**config.mk**
```make
export PLATFORM = sky130hd
export DESIGN_NAME = nvm_prog_ctrl
export DESIGN_NICKNAME = d
export VERILOG_FILES = /design/src/rtl/nvm_prog_pkg.sv /design/src/rtl/nvm_cmd_rom.sv /design/src/rtl/nvm_sector_pick.sv /design/src/rtl/nvm_status_eval.sv /design/src/rtl/nvm_prog_ctrl.sv
export SDC_FILE = /design/constraint.sdc
export NUM_CORES = 1
export LEC_CHECK = 0
export ABC_AREA = 1
export BUFFER_PORTS_ARGS = -buffer_cell sky130_fd_sc_hd__buf_2
export CORE_MARGIN = 2
export CORE_UTILIZATION = 25
export DETAILED_ROUTE_END_ITERATION = 7
export GPL_TIMING_DRIVEN = 0
export HOLD_SLACK_MARGIN = 0.02
export PLACE_DENSITY = 0.4
export SYNTH_ARGS = -nofsm -noshare
export SYNTH_HDL_FRONTEND = slang
export SYNTH_SLANG_ARGS = --single-unit
```
**constraint.sdc**
```tcl
create_clock -name clk -period 3.65 [get_ports clk]
set_input_delay 0.73 -clock clk [delete_from_list [all_inputs] [get_ports clk]]
set_output_delay 0.73 -clock clk [all_outputs]
set_load 0.01 [all_outputs]
```
**src/rtl/nvm_prog_pkg.sv**
```systemverilog
package nvm_prog_pkg;

   typedef enum logic [1:0] {
      OP_PROG = 2'd0,
      OP_SECT = 2'd1,
      OP_CHIP = 2'd2
   } nvm_op_e;

   typedef enum logic [1:0] {
      V_PASS,
      V_FAIL,
      V_AGAIN,
      V_NEXT
   } nvm_verdict_e;

   localparam logic [15:0] UNLOCK_A  = 16'h5555;
   localparam logic [15:0] UNLOCK_B  = 16'h2AAA;
   localparam logic [7:0]  KEY_A     = 8'hAA;
   localparam logic [7:0]  KEY_B     = 8'h55;
   localparam logic [7:0]  CMD_PROG  = 8'hA0;
   localparam logic [7:0]  CMD_SETUP = 8'h80;
   localparam logic [7:0]  CMD_CHIP  = 8'h10;
   localparam logic [7:0]  CMD_SECT  = 8'h30;
   localparam logic [7:0]  CMD_RESET = 8'hF0;

   localparam int BIT_DONE  = 7;
   localparam int BIT_TOG   = 6;
   localparam int BIT_LIMIT = 5;
   localparam int BIT_WIN   = 3;

   localparam int STEP_W = 3;

endpackage

```
**src/rtl/nvm_cmd_rom.sv**
```systemverilog
module nvm_cmd_rom
   import nvm_prog_pkg::*;
#(
   parameter int AW = 19
)(
   input  nvm_op_e            op,
   input  logic [STEP_W-1:0]  step,
   input  logic [AW-1:0]      tgt_addr,
   input  logic [7:0]         tgt_data,
   input  logic [AW-1:0]      sect_base,
   output logic [AW-1:0]      cmd_addr,
   output logic [7:0]         cmd_data,
   output logic               last
);

   function automatic logic [AW-1:0] widen(input logic [15:0] a);
      logic [AW-1:0] r;
      r = '0;
      r[15:0] = a;
      return r;
   endfunction

   always_comb begin
      cmd_addr = widen(UNLOCK_A);
      cmd_data = KEY_A;
      last     = 1'b0;
      if (op == OP_PROG) begin
         case (step)
            3'd0: begin cmd_addr = widen(UNLOCK_A); cmd_data = KEY_A;    end
            3'd1: begin cmd_addr = widen(UNLOCK_B); cmd_data = KEY_B;    end
            3'd2: begin cmd_addr = widen(UNLOCK_A); cmd_data = CMD_PROG; end
            default: begin
               cmd_addr = tgt_addr;
               cmd_data = tgt_data;
               last     = 1'b1;
            end
         endcase
      end else begin
         case (step)
            3'd0: begin cmd_addr = widen(UNLOCK_A); cmd_data = KEY_A;     end
            3'd1: begin cmd_addr = widen(UNLOCK_B); cmd_data = KEY_B;     end
            3'd2: begin cmd_addr = widen(UNLOCK_A); cmd_data = CMD_SETUP; end
            3'd3: begin cmd_addr = widen(UNLOCK_A); cmd_data = KEY_A;     end
            3'd4: begin cmd_addr = widen(UNLOCK_B); cmd_data = KEY_B;     end
            default: begin
               last = 1'b1;
               if (op == OP_CHIP) begin
                  cmd_addr = widen(UNLOCK_A);
                  cmd_data = CMD_CHIP;
               end else begin
                  cmd_addr = sect_base;
                  cmd_data = CMD_SECT;
               end
            end
         endcase
      end
   end

endmodule

```
**src/rtl/nvm_sector_pick.sv**
```systemverilog
module nvm_sector_pick #(
   parameter int N  = 8,
   parameter int IW = 3
)(
   input  logic [N-1:0]  mask,
   output logic [IW-1:0] idx,
   output logic          any
);

   logic [N:0]   seen;
   logic [N-1:0] first;

   assign seen[0] = 1'b0;

   for (genvar i = 0; i < N; i++) begin : g_chain
      assign seen[i+1] = seen[i] | mask[i];
      assign first[i]  = mask[i] & ~seen[i];
   end

   assign any = seen[N];

   always_comb begin
      idx = '0;
      for (int i = 0; i < N; i++) begin
         if (first[i]) idx = IW'(i);
      end
   end

endmodule

```
**src/rtl/nvm_status_eval.sv**
```systemverilog
module nvm_status_eval
   import nvm_prog_pkg::*;
(
   input  logic          toggle,
   input  logic [1:0]    stage,
   input  logic          have_prev,
   input  logic          prev6,
   input  logic          exp7,
   input  logic          limit_hit,
   input  logic [7:0]    rd,
   output nvm_verdict_e  verdict
);

   always_comb begin
      verdict = V_AGAIN;
      if (!toggle) begin
         if (rd[BIT_DONE] == exp7)  verdict = V_PASS;
         else if (stage != 2'd0)    verdict = V_FAIL;
         else if (rd[BIT_LIMIT])    verdict = V_NEXT;
         else if (limit_hit)        verdict = V_FAIL;
         else                       verdict = V_AGAIN;
      end else begin
         case (stage)
            2'd0: begin
               if (have_prev && (rd[BIT_TOG] == prev6)) verdict = V_PASS;
               else if (have_prev && rd[BIT_LIMIT])     verdict = V_NEXT;
               else if (limit_hit)                      verdict = V_FAIL;
               else                                     verdict = V_AGAIN;
            end
            2'd1:    verdict = V_NEXT;
            default: verdict = (rd[BIT_TOG] == prev6) ? V_PASS : V_FAIL;
         endcase
      end
   end

endmodule

```
**src/rtl/nvm_prog_ctrl.sv**
```systemverilog
module nvm_prog_ctrl
   import nvm_prog_pkg::*;
#(
   parameter int AW         = 19,
   parameter int SECT_BITS  = 3,
   parameter int POLL_LIMIT = 4096,
   parameter bit BIT3_CHECK = 1'b1
)(
   input  logic                        clk,
   input  logic                        rst_n,
   input  logic                        req_valid,
   output logic                        req_ready,
   input  logic [1:0]                  req_op,
   input  logic [AW-1:0]               req_addr,
   input  logic [7:0]                  req_data,
   input  logic [(1<<SECT_BITS)-1:0]   req_sectors,
   input  logic                        req_toggle,
   output logic                        done_valid,
   output logic                        done_pass,
   output logic [(1<<SECT_BITS)-1:0]   done_rejected,
   output logic [AW-1:0]               fl_addr,
   output logic [7:0]                  fl_wdata,
   output logic                        fl_we,
   output logic                        fl_re,
   input  logic [7:0]                  fl_rdata
);

   localparam int NSEC = 1 << SECT_BITS;
   localparam int CW   = $clog2(POLL_LIMIT + 1);

   if (AW < 16) begin : g_bad_aw
      $error("nvm_prog_ctrl: AW must hold the 16-bit unlock addresses");
   end
   if (SECT_BITS < 1 || SECT_BITS > AW - 1) begin : g_bad_sect
      $error("nvm_prog_ctrl: SECT_BITS out of range");
   end
   if (POLL_LIMIT < 2) begin : g_bad_limit
      $error("nvm_prog_ctrl: POLL_LIMIT must be at least 2");
   end

   typedef enum logic [3:0] {
      S_IDLE, S_CMD, S_ADD, S_C3RD, S_C3EV, S_PRD, S_PEV, S_RST, S_DONE
   } state_e;

   function automatic logic [AW-1:0] sect_base(input logic [SECT_BITS-1:0] s);
      logic [AW-1:0] b;
      b = '0;
      b[AW-1 -: SECT_BITS] = s;
      return b;
   endfunction

   state_e                 state;
   state_e                 add_next;
   nvm_op_e                op_q;
   logic [AW-1:0]          addr_q;
   logic [7:0]             data_q;
   logic [AW-1:0]          poll_q;
   logic                   tog_q;
   logic                   exp7_q;
   logic [NSEC-1:0]        rem_q;
   logic [NSEC-1:0]        rej_q;
   logic [SECT_BITS-1:0]   cur_q;
   logic [STEP_W-1:0]      step_q;
   logic [CW-1:0]          cnt_q;
   logic [1:0]             stage_q;
   logic                   hp_q;
   logic                   prev6_q;
   logic                   pass_q;

   logic [SECT_BITS-1:0]   req_first;
   logic                   req_any;
   logic [SECT_BITS-1:0]   rem_first;
   logic                   rem_any;
   logic [NSEC-1:0]        rem_next;
   logic [NSEC-1:0]        req_rem;
   logic [AW-1:0]          cmd_addr;
   logic [7:0]             cmd_data;
   logic                   rom_last;
   logic                   limit_hit;
   nvm_verdict_e           verdict;

   nvm_sector_pick #(.N(NSEC), .IW(SECT_BITS)) u_pick_req (
      .mask (req_sectors),
      .idx  (req_first),
      .any  (req_any)
   );

   nvm_sector_pick #(.N(NSEC), .IW(SECT_BITS)) u_pick_rem (
      .mask (rem_q),
      .idx  (rem_first),
      .any  (rem_any)
   );

   nvm_cmd_rom #(.AW(AW)) u_rom (
      .op        (op_q),
      .step      (step_q),
      .tgt_addr  (addr_q),
      .tgt_data  (data_q),
      .sect_base (poll_q),
      .cmd_addr  (cmd_addr),
      .cmd_data  (cmd_data),
      .last      (rom_last)
   );

   assign limit_hit = (cnt_q >= CW'(POLL_LIMIT));

   nvm_status_eval u_eval (
      .toggle    (tog_q),
      .stage     (stage_q),
      .have_prev (hp_q),
      .prev6     (prev6_q),
      .exp7      (exp7_q),
      .limit_hit (limit_hit),
      .rd        (fl_rdata),
      .verdict   (verdict)
   );

   always_comb begin
      rem_next = rem_q;
      rem_next[rem_first] = 1'b0;
      req_rem = req_sectors;
      req_rem[req_first] = 1'b0;
   end

   if (BIT3_CHECK) begin : g_win_check
      assign add_next = S_C3RD;
   end else begin : g_no_win_check
      assign add_next = (|rem_next) ? S_ADD : S_PRD;
   end

   always_ff @(posedge clk or negedge rst_n) begin
      if (!rst_n) begin
         state   <= S_IDLE;
         op_q    <= OP_PROG;
         addr_q  <= '0;
         data_q  <= '0;
         poll_q  <= '0;
         tog_q   <= 1'b0;
         exp7_q  <= 1'b0;
         rem_q   <= '0;
         rej_q   <= '0;
         cur_q   <= '0;
         step_q  <= '0;
         cnt_q   <= '0;
         stage_q <= '0;
         hp_q    <= 1'b0;
         prev6_q <= 1'b0;
         pass_q  <= 1'b0;
      end else begin
         case (state)
            S_IDLE: if (req_valid) begin
               op_q    <= nvm_op_e'(req_op);
               addr_q  <= req_addr;
               data_q  <= req_data;
               tog_q   <= req_toggle;
               exp7_q  <= (req_op == 2'd0) ? req_data[BIT_DONE] : 1'b1;
               rem_q   <= (req_op == 2'd1) ? req_rem : '0;
               rej_q   <= '0;
               pass_q  <= 1'b0;
               step_q  <= '0;
               cnt_q   <= '0;
               stage_q <= '0;
               hp_q    <= 1'b0;
               prev6_q <= 1'b0;
               case (req_op)
                  2'd0:    poll_q <= req_addr;
                  2'd1:    poll_q <= sect_base(req_first);
                  default: poll_q <= '0;
               endcase
               if (req_op == 2'd3 || (req_op == 2'd1 && !req_any))
                  state <= S_DONE;
               else
                  state <= S_CMD;
            end
            S_CMD: begin
               if (rom_last)
                  state <= (op_q == OP_SECT && rem_any) ? S_ADD : S_PRD;
               else
                  step_q <= step_q + 1'b1;
            end
            S_ADD: begin
               cur_q <= rem_first;
               rem_q <= rem_next;
               state <= add_next;
            end
            S_C3RD: state <= S_C3EV;
            S_C3EV: begin
               if (fl_rdata[BIT_WIN]) rej_q[cur_q] <= 1'b1;
               state <= rem_any ? S_ADD : S_PRD;
            end
            S_PRD: begin
               if (stage_q == 2'd0) cnt_q <= cnt_q + 1'b1;
               state <= S_PEV;
            end
            S_PEV: begin
               prev6_q <= fl_rdata[BIT_TOG];
               hp_q    <= 1'b1;
               case (verdict)
                  V_PASS: begin pass_q <= 1'b1; state <= S_DONE; end
                  V_FAIL: state <= S_RST;
                  V_NEXT: begin stage_q <= stage_q + 1'b1; state <= S_PRD; end
                  default: state <= S_PRD;
               endcase
            end
            S_RST:   state <= S_DONE;
            S_DONE:  state <= S_IDLE;
            default: state <= S_IDLE;
         endcase
      end
   end

   always_comb begin
      fl_we    = 1'b0;
      fl_re    = 1'b0;
      fl_addr  = '0;
      fl_wdata = '0;
      case (state)
         S_CMD:  begin fl_we = 1'b1; fl_addr = cmd_addr; fl_wdata = cmd_data; end
         S_ADD:  begin fl_we = 1'b1; fl_addr = sect_base(rem_first); fl_wdata = CMD_SECT; end
         S_C3RD: begin fl_re = 1'b1; fl_addr = sect_base(cur_q); end
         S_PRD:  begin fl_re = 1'b1; fl_addr = poll_q; end
         S_RST:  begin fl_we = 1'b1; fl_wdata = CMD_RESET; end
         default: ;
      endcase
   end

   assign req_ready     = (state == S_IDLE);
   assign done_valid    = (state == S_DONE);
   assign done_pass     = pass_q;
   assign done_rejected = rej_q;

   p_idle_quiet_r1: assert property (@(posedge clk) disable iff (!rst_n)
      req_ready |-> (!fl_we && !fl_re && !done_valid));

   p_one_strobe_r12: assert property (@(posedge clk) disable iff (!rst_n)
      !(fl_we && fl_re));

   p_done_pulse_r12: assert property (@(posedge clk) disable iff (!rst_n)
      done_valid |=> !done_valid);

   p_reset_then_fail_r8: assert property (@(posedge clk) disable iff (!rst_n)
      (state == S_RST) |=> (done_valid && !done_pass));

   p_pass_from_read_r5: assert property (@(posedge clk) disable iff (!rst_n)
      (done_valid && done_pass) |-> $past(state == S_PEV));

   p_cnt_bound_r9: assert property (@(posedge clk) disable iff (!rst_n)
      cnt_q <= CW'(POLL_LIMIT));

endmodule

```
# Yosys cells after proc, flatten, opt, wreduce, memory -nomap -nowiden
# Index checks and enable logic that the tools add are counted.
# Widths: inputs -> output; s select.
dict set report op_classes {
  muxes 73
  n_lt_le_gt_ge 7
  bitwise 47
  n_reduce_logical 38
  n_eq_ne 28
  addsub 3
}
# op count
set ops {}
lappend ops {{$pmux 19 s2} 3}
lappend ops {{$pmux 19 s4} 1}
lappend ops {{$pmux 8 s3} 3}
lappend ops {{$mux 3} 16}
lappend ops {{$mux 8} 5}
lappend ops {{$mux 19} 2}
lappend ops {{$pmux 4 s8} 1}
lappend ops {{$pmux 8 s2} 2}
lappend ops {{$mux 13} 2}
lappend ops {{$pmux 13 s2} 1}
lappend ops {{$mux 2} 9}
lappend ops {{$and 8x8->8} 2}
lappend ops {{$eq 4x3->1 const B} 4}
lappend ops {{$not 8->8} 2}
lappend ops {{$reduce_and 3->1} 5}
lappend ops {{$and 1x1->1} 14}
lappend ops {{$mux 1} 14}
lappend ops {{$not 1->1} 14}
lappend ops {{$or 1x1->1} 14}
lappend ops {{$add 13x1->13 const B} 1}
lappend ops {{$ge 13x13->1 const B} 1}
lappend ops {{$lt 3x4->1 const B} 3}
lappend ops {{$mux 4} 3}
lappend ops {{$ne 2x2->1 const B} 6}
lappend ops {{other kinds (31)} 68}
dict set report word_totals {
  in_bits 49
  output_inout_bits 40
  reg_bits 94
  wordCells 212
}

# Depth between registers and ports, before layout
# Gate-level depths: netlist (run 1).
dict set report logic_depth {
  word_depth 18
  depth_mapped 13
}

# By module
# A second synthesis (run 1) with hierarchy kept.
dict set report hier_totals {
  hier_cells 819
  area_unflattened_um2 5632.9
}
# module cells_each area_each_um2 instances
set modules_own_cells {}
lappend modules_own_cells {nvm_prog_ctrl 587 4576.9 1}
lappend modules_own_cells {nvm_cmd_rom 153 694.4 1}
lappend modules_own_cells {nvm_sector_pick 22 108.9 2}
lappend modules_own_cells {nvm_status_eval 35 143.9 1}

# Worst setup path after synthesis (run 1)
# Ideal clock, no wire load.
dict set report synth_timing {
  path_type {register to output}
  startpoint {register step_q[0]}
  endpoint {output port fl_addr[15]}
  t_arrival_ns 1.653
  required_time_ns 2.920
  path_buffers 1
  stages_incl_launch_ff 9
  path_slack_ns 1.267
  cell_sequence {dfrtp_1 -> inv_1 -> ha_1 -> nand2_1 -> nand2_2 -> inv_2 -> nand3_1 -> clkbuf_1 -> o32ai_1}
}
dict set report synth_via {
  elab_chain_cells 5
  elab_cells_between_ends 12
  classes_between {eq/ne: 4; mux: 4; reduce/logical: 4}
}
# item line
set synth_lines {}
lappend synth_lines {{start, declared} nvm_prog_ctrl.sv:63} ;# logic [STEP_W-1:0] step_q;
lappend synth_lines {{start signal, assigned} nvm_prog_ctrl.sv:179} ;# step_q <= step_q + 1'b1;
lappend synth_lines {{$eq 3x2->1, or another cell as far along} {nvm_cmd_rom.sv:28, nvm_cmd_rom.sv:39}}
lappend synth_lines {{$reduce_or 3->1 (no source line) / $reduce_or 2->1 (equally long branches)} --}
lappend synth_lines {{$pmux 19 s2 (on tied branches)} {nvm_cmd_rom.sv:39, nvm_cmd_rom.sv:28}}
lappend synth_lines {{$mux 19 *} nvm_cmd_rom.sv:27} ;# if (op == OP_PROG) begin
lappend synth_lines {{$pmux 19 s4 *} nvm_prog_ctrl.sv:217} ;# case (state)
lappend synth_lines {{end, declared} nvm_prog_ctrl.sv:21} ;# output logic [AW-1:0] fl_addr,
# Every way passes the cells marked *; elsewhere a longest branch is shown, timed or not.

# Final worst setup path (run 1)
# Same ends and word-level chain as after synthesis.

==> impl_metrics.ini, run 1 <==
[status]
outcome = finished clean

[route]
avgRoutedWirePerCell_um = 15.7
dr.pass1.iters = 5
vias_per_cell = 4.69
wl_um = 16800
dr.first_iter.drc_count = 271
drc = 0
via_count = 5009
drt.antenna.violating_nets = 0

[clock_network]
ctsResizeCount = 0
cts_root_buffer = clkbuf_16
numCtsBuffers = 9
htreeDepth = 3
worstSkewPairLatency_ns = 0.36
cts_hold_buf = 0
clk_pin_slew_ns = 0.07
cts_setup_buffers = 0
cts.sinks = 94
cts_buffer_depth = 2
cts_tree = done

[global_route]
grt_pass1_vias = 5012
grt_pass1_wl_um = 27000
met1_usage_pct = 20.9
gr-total-overflow = 0
grt_usage_pct = 15.8
antenna_found_initial = 1
top_usage_layer = met2
met2_usage_pct = 26.4
grt_util_met3_pct = 3.50
grt_max_degree = 54

[final_layout]
regArea_sq_um = 2350
syn_to_final_growth_pct = 21.7
drive_gt1_share_pct = 18.0
multi_input_area_sq_um = 2370
fill_cells = 2237
n_antenna_cell = 0
layout_commonest_cell = nand2_1
mostFrequentLayoutCells = 158 x nand2_1, 94 x dfrtp_1, 92 x buf_2
fin_nets = 852

[sta]
tns_ns = 0
setup_violations = 0
fin_crit_sh_pct = 93.4
slew_violations = 0
fin_skew_ns = 0.0109
timing_hold_violations_final = 0
maxSlewHeadroom_pct = 41.5
fmaxAchievable_mhz = 293
tightest_slew_ns = 0.868
rsz0062_at_grt = false
period_minus_slack_ns = 3.41

[synth]
synthFlopType = dfrtp_1
synthArstFlopShare_pct = 100
synth_cells = 698
synth_nets = 756
synth_cell_types = 34
yosysWarnings = 0
avgSynthCellArea_sq_um = 7.45
seq_area_frac_synth_pct = 45.2
synth.cell_area_sq_um = 5200
synth_edf_count = 0
ys_seq_elements = 94

[placed_design]
place_hpwl_um = 12500
io_buffer_count = 84
gp_congestion = 0.819

[worst_setup_path]
critPathRequiredTime_ns = 2.92
slowest_stage = o32ai_1
crit_chain = inv_1 > ha_1 > nand2_1 > nand2_2 > inv_2 > nand3_1 > clkbuf_1 > o32ai_1 > buf_2
cp_num_buf_inv = 4
path_class = register to output port
cp_data_arrival_time_ns = 2.68
worst-path-max-fanout = 10
cpLargestDelayFamily = buffers and inverters
start_kind = register
crit_path_end_kind = output port
max_stage_delay_ns = 0.43

[floorplan]
start_util_pct = 25.6
die_w_um = 148
io_pins = 89
chipHeight_um = 148
rows = 52
design.die.area_sq_um = 22000
design.core.area_sq_um = 20300

[power_and_ir_drop]
ir_worst_vdd_mv = 0.310
leakagePower_nw = 3.15
power_mw = 5.65
p_per_area_nw_per_um2 = 894

[worst_hold_path]
hp-class = primary input to async pin

[run]
cap_violations = 0
[logic make-up (layout without fill, tap and decap cells)]
logic type / Yosys count / after routing / synth area share, %
xor+xnor: 4 / 4 / 0.674
buf+inv: 121 / 222 / 9.10
simple gates: 314 / 314 / 26.3
fa+ha+maj: 9 / 9 / 2.17
flops: 94 / 94 / 45.2
compound gates: 156 / 156 / 16.6
[worst register-to-register path: cells and delay by family, from the launching register on]
kind	cells	cell delay [ns]
and+or+nand+nor	3	0.54
DFF	1	0.40
buffers and inverters	3	0.90
AOI/OAI and AO/OA	1	0.19
[through the flow]
step	setup WS (ns)	hold slack, ns	util (%)	cell area (sq um)	std cells
finish	0.240	0.379	31.2	6330	1069
floorplan	1.27	0.434	-	5200	698
detailed placement	0.648	0.465	29.5	5990	1053
global placement	0.612	0.456	29.3	5960	1052
global route	0.0323	0.434	31.2	6330	1069
CTS	0.241	0.405	31.2	6330	1069
[state kept, by name, indices dropped and copies added, names as in the netlist]
name	flops
addr_q	19
cnt_q	13
cur_q	3
data_q	8
done_pass	1
done_rejected	8
exp7_q	1
hp_q	1
op_q	2
poll_q	19
prev6_q	1
rem_q	8
stage_q	2
state	4
step_q	3
tog_q	1
[path summary, 6_finish.rpt]
check | start | endpoint | slack, ns | depth (start not counted)
worst min register to register | done_pass | done_pass | 0.47 | 2
worst min-delay path | rst_n | done_rejected[6] | 0.38 | 1
max in group asynchronous | rst_n | tog_q | 2.57 | 2
worst max-delay path | step_q[0] | fl_addr[15] | 0.24 | 9
min in group clk | done_pass | done_pass | 0.47 | 2
worst max register to register | state[2] | addr_q[11] | 1.49 | 7
[power by group]
part / internal [mW] / total (mW) / switching (mW)
combinational: 0.897 / 2.85 / 1.95
clock: 0.635 / 1.10 / 0.465
sequential: 1.46 / 1.71 / 0.247
total: 2.99 / 5.65 / 2.66
[area by class of cell]
type,instances,area share [%]
sequential,94,37.2
clock buffer,10,3.78
multi-input combinational,483,37.5
timing repair buffer,85,7.12
tap,270,5.34
inverter,101,5.99
buffer,20,1.48
clock inverter,6,1.58
[metal layers]
layer  part of all wire (%)  vias to the layer above
li1                       -                     2497
met1                     46                     2374
met2                     48                      118
met5                  0.077                        -
met4                    1.0                        2
met3                    4.3                       18
[Yosys cell counts, drive strengths merged, types with 4 or more instances]
library cell / n / area, sq um
a21oi: 33 / 165
a31oi: 12 / 75.1
buf: 11 / 60.1
clkbuf: 9 / 33.8
dfrtp: 94 / 2350
ha: 9 / 113
inv: 100 / 375
nand2: 163 / 629
nand3: 50 / 250
nand4: 11 / 68.8
nor2: 72 / 295
nor3: 14 / 96.4
o211ai: 6 / 45.0
o21ai: 79 / 399
o22ai: 19 / 119
xor2: 4 / 35.0
No activity file was read; power rests on OpenSTA's default activity.
==> run 2: changes to the inputs <==
--- a/config.mk
+++ b/config.mk
@@ -5,7 +5,6 @@
 export SDC_FILE = /design/constraint.sdc
 export NUM_CORES = 1
 export LEC_CHECK = 0
-export ABC_AREA = 1
 export BUFFER_PORTS_ARGS = -buffer_cell sky130_fd_sc_hd__buf_2
 export CORE_MARGIN = 2
 export CORE_UTILIZATION = 25
==> impl_metrics.ini, run 2 <==
[status]
outcome = finished clean

[worst_setup_path]
worst_path_most_repeated_cell = buf_2
critPathRequiredTime_ns = 2.92
worst-path-max-fanout = 10
worstSetupStartpoint = step_q[0]
start_kind = register
cp_num_buf_inv = 3
r2r_start = state[1]
cpLargestDelayFamily = compound AO/OA/AOI/OAI gates
crit_path_end_kind = output port
slowest_stage = dfrtp_1
crit_chain = inv_1 > ha_1 > o21bai_2 > buf_2 > a21oi_1 > o311ai_0 > buf_2
path_class = register to output port
max_stage_delay_ns = 0.45
cp_data_arrival_time_ns = 2.67

[final_layout]
design_area_sq_um = 6420
fin_util_pct = 30.5
syn_to_final_growth_pct = 20.0
fin_nets = 789
fin_cells = 1012
mostFrequentLayoutCells = 190 x nand2_1, 94 x dfrtp_1, 92 x buf_2
reg_top3 = addr_q: 19 flops, poll_q: 19 flops, cnt_q: 13 flops
drive_gt1_share_pct = 20.2
layout_commonest_cell = nand2_1

[synth]
synth_area_leaders = dfrtp_1 44%, nand2_1 13%, o21ai_0 3.7%, nor2_1 3.4%, a21oi_1 3.1%
synth_top_area_share_pct = 44.0
seq_area_frac_synth_pct = 44.0
yosysWarnings = 0
synth_cells = 637
ys_seq_elements = 94
synthArstFlopShare_pct = 100
synth_cell_types = 80
avgSynthCellArea_sq_um = 8.40
synth_nets = 695
synth.cell_area_sq_um = 5350
synthFlopType = dfrtp_1
synth_most_common_cell = nand2_1
synthTopCellsByCount = 190 x nand2_1, 94 x dfrtp_1, 49 x nor2_1, 40 x o21ai_0
synth_edf_count = 0
synth_top_cell_by_area = dfrtp_1

[power_and_ir_drop]
leakagePower_nw = 3.10
pwr-share-seq_pct = 32.8
switching_share_pct = 45.8
ir_worst_vdd_mv = 0.280
power.switching_mw = 2.39
p_per_area_nw_per_um2 = 812
power_frac_clock_pct = 17.8
power_mw = 5.21
pwr-share-comb_pct = 49.4
p_int_mw = 2.82

[route]
wl_um = 17400
via_count = 4877
dr.first_iter.drc_count = 280
drc = 0
dr.pass1.iters = 5
drt.antenna.violating_nets = 0
avgRoutedWirePerCell_um = 17.2
vias_per_cell = 4.82

[sta]
fin_crit_sh_pct = 93.2
tns_ns = 0
setup_violations = 0
fin_ws_ns = 0.247
period_minus_slack_ns = 3.40
fmaxAchievable_mhz = 294
tightest_slew_ns = 0.829
timing_hold_violations_final = 0
hold_slack_ns = 0.309
slew_violations = 0
maxSlewHeadroom_pct = 44.5
fin_skew_ns = 0.00864
rsz0062_at_grt = false

[placed_design]
io_buffer_count = 82
place_hpwl_um = 12800
placed_area_sq_um = 6130
place_inst = 995
gp_congestion = 0.821
place_ws_ns = 0.468

[global_route]
antenna_found_initial = 0
grt_pass1_vias = 4837
grt_max_degree = 67
grt_pass1_wl_um = 27500
grt_usage_pct = 16.0
gr-total-overflow = 0

[floorplan]
start_util_pct = 25.5
chipHeight_um = 150
rows = 53
die_w_um = 150
io_pins = 89
design.die.area_sq_um = 22600
design.core.area_sq_um = 21000

[clock_network]
cts_root_buffer = clkbuf_16
cts_setup_buffers = 0
clk_pin_slew_ns = 0.07
cts_buffer_depth = 2
cts.sinks = 94
ctsResizeCount = 0
htreeDepth = 3
cts_hold_buf = 0
cts_tree = done
worstSkewPairLatency_ns = 0.36
numCtsBuffers = 9

[worst_hold_path]
hp-class = primary input to async pin

[run]
cap_violations = 0
run 2: final timing paths:
kind / end / slack (ns) / cells after the start
max reg2reg: poll_q[5] / 1.37 / 7
max: fl_wdata[4] / 0.25 / 7
min in group clk: poll_q[7] / 0.47 / 2
min reg2reg: poll_q[7] / 0.47 / 2
max in group asynchronous: addr_q[7] / 2.66 / 2
min: cnt_q[9] / 0.31 / 1
run 2: routing by layer:
metal	share of wire, %	vias up	routed length, um	global-route usage (%)
li1	-	2376	-	-
met1	47	2376	8270	21.6
met2	48	113	8350	26.8
met3	3.7	12	640	2.91
met4	1.0	0	180	3.21
met5	0	-	0	0
run 2: cells by family after synthesis:
| group | Yosys count | share of synthesized area, % |
|---|---|---|
| buffers and inverters | 52 | 4.96 |
| XOR/XNOR | 10 | 1.78 |
| AND/OR/NAND/NOR | 330 | 28.5 |
| adder cells (fa/ha/maj) | 9 | 2.10 |
| AO/OA/AOI/OAI | 137 | 17.7 |
| multiplexers | 5 | 1.03 |
| flip-flops | 94 | 44.0 |
run 2: worst reg2reg max path, cell delays in order (launching register included):
cell	delay (ns)
dfrtp_1	0.40
clkbuf_8	0.18
nor4_2	0.47
nand2_1	0.17
clkbuf_1	0.32
clkbuf_1	0.41
nand2_1	0.16
nand2_1	0.07
run 2: power groups by stage:
stage | Sequential, mW | Clock, mW | Combinational [mW]
finish | 1.71 | 0.926 | 2.58
global route | 1.77 | 0.996 | 2.89
CTS | 1.71 | 0.955 | 2.60
detailed placement | 1.73 | 0 | 2.59
global placement | 1.71 | 0 | 2.55
floorplan | 1.66 | 0 | 1.70
run 2: layout make-up:
cell class | count | area [sq um]
Timing Repair Buffer | 83 | 440
Clock buffer | 13 | 260
Fill cell | 2238 | 14600
Inverter | 20 | 75.1
Multi-Input combinational cell | 491 | 2740
Tap cell | 275 | 344
Antenna cell | 1 | 2.50
Buffer | 32 | 190
Clock inverter | 3 | 18.8
Sequential cell | 94 | 2350
==> run 3: changes to the inputs <==
--- a/config.mk
+++ b/config.mk
@@ -11,7 +11,7 @@
 export DETAILED_ROUTE_END_ITERATION = 7
 export GPL_TIMING_DRIVEN = 0
 export HOLD_SLACK_MARGIN = 0.02
-export PLACE_DENSITY = 0.4
+export PLACE_DENSITY = 0.46
 export SYNTH_ARGS = -nofsm -noshare
 export SYNTH_HDL_FRONTEND = slang
 export SYNTH_SLANG_ARGS = --single-unit
==> impl_metrics.ini, run 3 (synthesis gave the netlist of run 2 again) <==
[status]
outcome = finished clean

[route]
drt.antenna.violating_nets = 0
avgRoutedWirePerCell_um = 16.3
drc = 0
vias_per_cell = 4.71
wl_um = 16500
dr.pass1.iters = 5
via_count = 4761
dr.first_iter.drc_count = 327

[worst_setup_path]
cp_data_arrival_time_ns = 2.63
critPathRequiredTime_ns = 2.92
r2r_slack_ns = 1.43
start_kind = register
path_class = register to output port
crit_path_end_kind = output port
worst-path-max-fanout = 10

[floorplan]
start_util_pct = 25.5
design.core.area_sq_um = 21000
design.die.area_sq_um = 22600
chipHeight_um = 150
die_w_um = 150
rows = 53
io_pins = 89

[final_layout]
syn_to_final_growth_pct = 20.3
fill_cells = 2287
drive_gt1_share_pct = 20.5
mostFrequentLayoutCells = 190 x nand2_1, 94 x dfrtp_1, 92 x buf_2
reg_top3 = addr_q: 19 flops, poll_q: 19 flops, cnt_q: 13 flops
regArea_sq_um = 2350
multi_input_area_sq_um = 2740
n_antenna_cell = 0
layout_commonest_cell = nand2_1
fin_nets = 789

[sta]
fin_skew_ns = 0.00831
period_minus_slack_ns = 3.36
tightest_slew_ns = 0.735
fmaxAchievable_mhz = 298
fin_ws_ns = 0.291
fin_crit_sh_pct = 92.0
rsz0062_at_grt = false
slew_violations = 0
tns_ns = 0
maxSlewHeadroom_pct = 50.8
setup_violations = 0
timing_hold_violations_final = 0

[worst_hold_path]
hp-class = primary input to async pin

[global_route]
grt_pass1_vias = 4743
antenna_found_initial = 1
grt_util_met3_pct = 3.18
met2_usage_pct = 24.4
gr-total-overflow = 0
grt_max_degree = 50
grt_usage_pct = 15.3
met1_usage_pct = 21.4
grt_pass1_wl_um = 26500
top_usage_layer = met2

[clock_network]
cts_root_buffer = clkbuf_16
htreeDepth = 3
numCtsBuffers = 9
cts.sinks = 94
cts_tree = done
cts_hold_buf = 0
clk_pin_slew_ns = 0.07
worstSkewPairLatency_ns = 0.36
cts_buffer_depth = 2
cts_setup_buffers = 0

[placed_design]
place_hpwl_um = 12400
io_buffer_count = 82
gp_congestion = 0.793
place_ws_ns = 0.470

[power_and_ir_drop]
p_per_area_nw_per_um2 = 807
leakagePower_nw = 3.11
ir_worst_vdd_mv = 0.346

[run]
cap_violations = 0
## run 3: cell count changes in the layout (fill, tap and decap cells not counted), sizes merged
cell / previous run / this run
inv: 20 / 21
clkbuf: 29 / 25
clkinv: 3 / 4
diode: 1 / 0
bufinv: 0 / 1
clkinvlp: 0 / 1
## run 3: repair_timing
action,4_1_cts,5_1_grt
gates resized for setup,0,1
endpoints found under the setup margin,0,3
hold endpoints to repair,0,0
## run 3: routing by layer
metal / vias up / part of all wire, %
met5: - / 0.079
met4: 2 / 1.3
met3: 17 / 4.1
met2: 106 / 46
met1: 2255 / 48
li1: 2381 / -
## run 3: per-stage QoR
| stage | power, mW | cell area [sq um] | utilization [%] | cells | hold slack, ns |
|---|---|---|---|---|---|
| 3_3_place_gp | 4.25 | 6100 | 29.0 | 994 | 0.453 |
| 2_1_floorplan | 3.36 | 5350 | - | 637 | 0.432 |
| 6_report | 5.20 | 6440 | 30.6 | 1011 | 0.384 |
| 4_1_cts | 5.26 | 6430 | 30.6 | 1011 | 0.416 |
| 5_1_grt | 5.66 | 6440 | 30.6 | 1011 | 0.431 |
| 3_5_place_dp | 4.27 | 6130 | 29.2 | 995 | 0.455 |
## run 3: path summary, 6_finish.rpt
check | start | to | cells after the start
max | step_q[0] | fl_addr[10] | 8
min | rst_n | addr_q[8] | 1
max reg2reg | state[1] | poll_q[3] | 7
min reg2reg | poll_q[5] | poll_q[5] | 2
max in group asynchronous | rst_n | done_rejected[5] | 2
min in group clk | poll_q[5] | poll_q[5] | 2
## run 3: cell type report
class	count	area share, %
flip-flops and latches	94	36.5
repair buffers	83	6.84
plain buffers	32	2.95
clock buffers	9	3.50
clock inverters	7	1.15
inverters	20	1.17
multi-input cells	491	42.5
well taps	275	5.34
## run 3: critical path, cell delays in order (launching register included)
cell	delay (ns)
dfrtp_1	0.47
inv_1	0.10
ha_1	0.28
o21bai_2	0.37
buf_2	0.30
nand2_1	0.25
o221ai_1	0.26
nand2_1	0.10
buf_2	0.15
## run 3: report_power, final
group | switching (mW) | internal (mW) | total (mW)
Clock | 0.427 | 0.534 | 0.961
Sequential | 0.297 | 1.41 | 1.71
Combinational | 1.61 | 0.911 | 2.52
Total | 2.34 | 2.86 | 5.20
